### src/rtl/psr_pkg.sv
package psr_pkg;
   // status byte layout
   localparam int unsigned ST_C = 0;
   localparam int unsigned ST_Z = 1;
   localparam int unsigned ST_I = 2;
   localparam int unsigned ST_D = 3;
   localparam int unsigned ST_B = 4;
   localparam int unsigned ST_U = 5;
   localparam int unsigned ST_V = 6;
   localparam int unsigned ST_N = 7;
   // update mask layout
   localparam int unsigned MK_V = 0;
   localparam int unsigned MK_C = 1;
   localparam int unsigned MK_Z = 2;
   localparam int unsigned MK_N = 3;
   localparam int unsigned MASK_W = 4;
   // opcode-directed flag codes
   typedef enum logic [1:0] {
      SEL_C = 2'b00,
      SEL_I = 2'b01,
      SEL_V = 2'b10,
      SEL_D = 2'b11
   } flag_sel_e;

   typedef struct packed {
      logic n;
      logic v;
      logic d;
      logic i;
      logic z;
      logic c;
   } flags_t;

   localparam flags_t FLAGS_RST = '{n: 1'b0, v: 1'b0, d: 1'b0, i: 1'b1, z: 1'b0, c: 1'b0};
endpackage

### src/rtl/psr_alu_flags.sv
module psr_alu_flags
   import psr_pkg::*;
#(
   parameter int unsigned DATA_W = 8
) (
   input  logic [DATA_W-1:0] res,
   input  logic [DATA_W-1:0] opnd,
   input  logic              co,
   input  logic              vo,
   input  logic              bit_mode,
   input  logic [MASK_W-1:0] mask,
   input  flags_t            cur,
   output flags_t            nxt
);
   localparam int unsigned MSB = DATA_W - 1;
   localparam int unsigned NMSB = DATA_W - 2;

   logic res_zero;
   logic n_src;
   logic v_src;
   logic [NMSB-1:0] unused_opnd;

   assign res_zero = (res == '0);
   assign n_src = bit_mode ? opnd[MSB] : res[MSB];
   assign v_src = bit_mode ? opnd[NMSB] : vo;
   assign unused_opnd = opnd[NMSB-1:0];

   always_comb begin
      nxt = cur;
      if (mask[MK_N]) nxt.n = n_src;
      if (mask[MK_Z]) nxt.z = res_zero;
      if (mask[MK_V]) nxt.v = v_src;
      if (mask[MK_C] && !bit_mode) nxt.c = co;
   end
endmodule

### src/rtl/psr_opcode_sel.sv
module psr_opcode_sel
   import psr_pkg::*;
#(
   parameter int unsigned SEL_W = 2
) (
   input  logic [SEL_W-1:0]      code,
   output logic [(1<<SEL_W)-1:0] onehot
);
   localparam int unsigned N_SEL = 1 << SEL_W;

   for (genvar k = 0; k < N_SEL; k++) begin : g_dec
      assign onehot[k] = (code == k[SEL_W-1:0]);
   end
endmodule

### src/rtl/psr_dec_gate.sv
module psr_dec_gate #(
   parameter bit REGISTERED = 1'b1
) (
   input  logic clk,
   input  logic rst_n,
   input  logic arm,
   input  logic d_flag,
   output logic dec_en
);
   if (REGISTERED) begin : g_reg
      logic en_q;
      always_ff @(posedge clk or negedge rst_n) begin
         if (!rst_n) en_q <= 1'b0;
         else        en_q <= arm & d_flag;
      end
      assign dec_en = en_q;
   end else begin : g_comb
      logic unused_clk;
      assign unused_clk = clk ^ rst_n;
      assign dec_en = arm & d_flag;
   end
endmodule

### src/rtl/psr_flag_unit.sv
module psr_flag_unit
   import psr_pkg::*;
#(
   parameter int unsigned DATA_W    = 8,
   parameter int unsigned ISET_W    = 2,
   parameter logic [(1<<ISET_W)-1:0] CMOS_SETS = 4'b1010,
   parameter bit          DEC_REG   = 1'b1
) (
   input  logic              clk,
   input  logic              rst_n,
   input  logic [DATA_W-1:0] alu_res,
   input  logic [DATA_W-1:0] alu_opnd,
   input  logic              alu_co,
   input  logic              alu_vo,
   input  logic [3:0]        upd_mask,
   input  logic              bit_mode,
   input  logic              op_flag_en,
   input  logic              op_flag_set,
   input  logic [7:0]        opcode,
   input  logic              irq_entry,
   input  logic [ISET_W-1:0] iset_sel,
   input  logic              bus_load,
   input  logic [7:0]        bus_data,
   input  logic              end_dec,
   output logic [7:0]        status,
   output logic              dec_en
);
   localparam int unsigned SEL_W = 2;
   localparam int unsigned N_SEL = 1 << SEL_W;

   if (DATA_W < 2) begin : g_bad_width
      $error("psr_flag_unit: DATA_W must be at least 2");
   end
   if (MASK_W != 4) begin : g_bad_mask
      $error("psr_flag_unit: mask layout expects four flags");
   end

   flags_t flg_q;
   flags_t flg_d;
   flags_t alu_nxt;
   logic [N_SEL-1:0] sel_oh;
   logic cmos_set;
   logic [7:0] unused_bits;

   assign unused_bits = {opcode[5:0], bus_data[ST_U], bus_data[ST_B]};
   assign cmos_set = CMOS_SETS[iset_sel];

   psr_alu_flags #(.DATA_W(DATA_W)) u_alu_flags (
      .res      (alu_res),
      .opnd     (alu_opnd),
      .co       (alu_co),
      .vo       (alu_vo),
      .bit_mode (bit_mode),
      .mask     (upd_mask),
      .cur      (flg_q),
      .nxt      (alu_nxt)
   );

   psr_opcode_sel #(.SEL_W(SEL_W)) u_op_sel (
      .code   (opcode[7:6]),
      .onehot (sel_oh)
   );

   always_comb begin
      flg_d = flg_q;
      if (bus_load) begin
         flg_d.n = bus_data[ST_N];
         flg_d.v = bus_data[ST_V];
         flg_d.d = bus_data[ST_D];
         flg_d.i = bus_data[ST_I];
         flg_d.z = bus_data[ST_Z];
         flg_d.c = bus_data[ST_C];
      end else if (irq_entry) begin
         flg_d.i = 1'b1;
         if (cmos_set) flg_d.d = 1'b0;
      end else if (op_flag_en) begin
         if (sel_oh[SEL_C]) flg_d.c = op_flag_set;
         if (sel_oh[SEL_I]) flg_d.i = op_flag_set;
         if (sel_oh[SEL_V]) flg_d.v = op_flag_set;
         if (sel_oh[SEL_D]) flg_d.d = op_flag_set;
      end else begin
         flg_d = alu_nxt;
      end
   end

   always_ff @(posedge clk or negedge rst_n) begin
      if (!rst_n) flg_q <= FLAGS_RST;
      else        flg_q <= flg_d;
   end

   psr_dec_gate #(.REGISTERED(DEC_REG)) u_dec_gate (
      .clk    (clk),
      .rst_n  (rst_n),
      .arm    (end_dec),
      .d_flag (flg_q.d),
      .dec_en (dec_en)
   );

   assign status = {flg_q.n, flg_q.v, 1'b1, 1'b0, flg_q.d, flg_q.i, flg_q.z, flg_q.c};
endmodule

### config.mk
export PLATFORM = sky130hd
export DESIGN_NAME = psr_flag_unit
export DESIGN_NICKNAME = d
export VERILOG_FILES = /design/src/rtl/psr_pkg.sv /design/src/rtl/psr_alu_flags.sv /design/src/rtl/psr_opcode_sel.sv /design/src/rtl/psr_dec_gate.sv /design/src/rtl/psr_flag_unit.sv
export SDC_FILE = /design/constraint.sdc
export NUM_CORES = 1
export LEC_CHECK = 0
export CORE_MARGIN = 2
export CORE_UTILIZATION = 26
export CTS_CLUSTER_SIZE = 24
export DETAILED_ROUTE_END_ITERATION = 6
export PLACE_DENSITY = 0.83
export SLEW_MARGIN = 30
export SYNTH_ARGS = -nofsm -noshare
export SYNTH_HDL_FRONTEND = slang
export SYNTH_HIERARCHICAL = 1
export SYNTH_SLANG_ARGS = --single-unit
### constraint.sdc
create_clock -name clk -period 1.1 [get_ports clk]
set_input_delay 0.165 -clock clk [delete_from_list [all_inputs] [get_ports clk]]
set_output_delay 0.165 -clock clk [all_outputs]
set_load 0.05 [all_outputs]
==> results by group <==
Global route
  – GRT met1 Usage: roughly 14%
  – Number of global-route vias before repair: between 600 and 700
  – Total gr overflow: 0
  – Met3 usage: 2.98%
  – Largest net degree at the start of global routing: 8
  – Overall global routing resource usage: between 10% and 20%
  – Met2 usage: a little under a third
  – First-pass GRT wire length: 2770 um
  – Initial antenna violation count: 0
  – Layer with the highest usage: met2

Placed design
  – Hpwl dp: 1490 um
  – Cells after DPL: 137
  – Port Buf Inserts: 39
  – Final GP Congestion: 0.768

Critical path
  – R2R Setup Slk: -80 ps
  – Worst Reg-to-Reg Cells: 3
  – R2R Path End: status[3]$_DFFE_PN0P_
  – CP Class: register to register
  – Reg-to-Reg Start: status[3]$_DFFE_PN0P_
  – Startpoint types: register
  – Max FO, Critical Path: 2
  – Required @ worst endpoint: around 1200 ps
  – Worst EP arrival: 1310 ps
  – Endpoint kind of the worst setup timing path: register

Finish
  – # diodes: 0
  – Layout Nets: about 160
  – Final std cells w/o fill: 142
  – Commonest non-fill, non-tap cell in the layout: clkdlybuf4s50_1
  – Layout Area Growth over Synthesis: 112%
  – Layout cells sized above 1: a little under two fifths
  – Most frequent cells in the layout: clkdlybuf4s50_1, buf_4, dlygate4sd2_1, buf_12
  – Post-layout util: between 50% and 60%

STA
  – Max Freq: about 0.85 GHz
  – Final setup vio count: 3
  – Tmin final: about 1200 ps
  – Final period util: 107%
  – Unrepaired setup endpoints after global routing: yes
  – Fin worst setup slack: -80.8 ps
  – Max-slew violations: 0
  – Clock skew: around 0.012 ps
  – Final hold vios: 0

Floorplan
  – Die height: a little over 50 um
  – Std cell rows: 16
  – Core area: roughly 2000 um^2
  – Number of I/O pins: between 50 and 60
  – Initial Util: about 28%
  – Die area: 2540 um^2
  – Width of the die: between 50 and 60 um

Detailed routing
  – Initial DRC count: 5
  – WL final: about 1800 um
  – Drt first pass iters: 2
  – Routed vias/inst: roughly 4.5
  – Final ANT Viol Nets: 0
  – DRC violations left: 0
  – Via Count: around 630
  – Routed WL per cell: between 10 and 15 um

Synthesis
  – Synth unique cells: 27
  – Mapped Nets: roughly 110
  – Biggest area consumer among synthesized cells: dfrtp_1
  – Syn_area_per_cell: approximately 8.6 um^2
  – Top_reg_cell synth: dfrtp_1
  – Fraction of registers with async set/reset: between 90% and 100%
  – Yosys reg bits: 7
  – Synth area leaders: dfrtp_1, mux2i_1, nor2b_1
  – Proportion of netlist area held by the largest area contributor: 26.8%
  – Mapped Area: between 500 and 600 um^2
  – Mapped Cells: 65
  – Sequential fraction of the synthesis area: around a third
  – EDFF count, synth: 0
  – Yosys warning total: 6

Pwr
  – Power, Total: approximately 1.1 mW
  – PwrDens: between 900 and 1000 nW/um^2
  – Peak VDD IR: a little under 600 uV
  – Leak: between 0.5 and 0.6 nW

CTS
  – CTS H-tree depth: 1
  – CTS root buf: clkbuf_4
  – CTS sink cnt: 7
  – Clock Path Buffers: 2
  – Worst skew pair latency: 250 ps
  – CTS tree: yes
  – Cts bufs inserted: 3
  – Clk pin slew, worst setup/hold paths: 60 ps

Hold path
  – Worst hold path class: input port to asynchronous set/reset pin

Status
  – Status: finished with violations
  – Failing checks: negative setup slack

Run
  – Max cap viols: 0
-- Yosys cell counts (2+ instances only) --
library cell / count
a21oi_1: 5
a221oi_1: 2
and3b_1: 2
buf_4: 4
conb_1: 2
dfrtp_1: 6
inv_1: 5
mux2i_1: 5
nand2_1: 2
nand3b_1: 2
nor2_1: 5
nor2b_1: 6
o21ai_0: 5
-- routing by layer --
layer  part of all wire, %  routed length [um]
met2                    59                1050
met4                   1.1                  19
met1                    37                 657
met3                   3.5                  63
met5                     0                   0
-- kinds of logic after synthesis --
kind of cell	count (synthesis)	share of synthesized area, %
flip-flops	7	31.5
multiplexers	7	13.6
buffers and inverters	10	9.60
AO/OA/AOI/OAI	15	18.1
AND/OR/NAND/NOR	24	25.9
other	2	1.34
-- registers in the layout, summed over array words and instances, names as in the netlist --
signal / flops
status: 6
u_dec_gate/dec_en: 1
-- where the power goes --
group          switching, mW  total [mW]  internal (mW)
sequential            0.0290       0.318          0.289
clock                  0.107       0.241          0.133
combinational          0.231       0.527          0.296
total                  0.367        1.09          0.719
-- worst max-delay path by stage --
stage / start / to / slack, ps / depth (start not counted)
6_report: status[3]$_DFFE_PN0P_ / status[3]$_DFFE_PN0P_ / -80 / 3
5_1_grt: status[3]$_DFFE_PN0P_ / status[3]$_DFFE_PN0P_ / -130 / 3
4_1_cts: status[3]$_DFFE_PN0P_ / status[3]$_DFFE_PN0P_ / -120 / 3
3_5_place_dp: opcode[7] / status[3]$_DFFE_PN0P_ / -510 / 5
3_3_place_gp: opcode[7] / status[3]$_DFFE_PN0P_ / -480 / 5
2_1_floorplan: status[3]$_DFFE_PN0P_ / status[3]$_DFFE_PN0P_ / -200 / 3
-- what timing repair did --
action,CTS,global route
setup buffers,1,0
resized for setup,19,6
endpoints found under the hold margin,0,0
hold buffers,0,0
setup endpoints to repair,9,7
pin swaps,6,6
-- worst max-delay path, cell delays in order, from the launching register on --
cell      delay (ps)
dfrtp_2          400
or3b_4           370
a221oi_2         240
a221oi_2          50
-- stage by stage --
step	cell area, um^2	worst slack, ps	setup TNS (ps)	hold WS, ps
6_report	1190	-80.8	-121	171
4_1_cts	1170	-125	-182	169
2_1_floorplan	571	-199	-338	-131
3_3_place_gp	1110	-479	-2440	447
5_1_grt	1190	-132	-337	176
3_5_place_dp	1110	-506	-2620	448
-- final cells by class --
type / instances / area (um^2)
fillers: 176 / 811
repair buffers: 51 / 552
multi-input cells: 48 / 377
flip-flops and latches: 7 / 183
well taps: 27 / 33.8
clock buffers: 3 / 22.5
inverters: 5 / 18.8
clock inverters: 1 / 5.00
No activity file was read; power rests on OpenSTA's default activity.
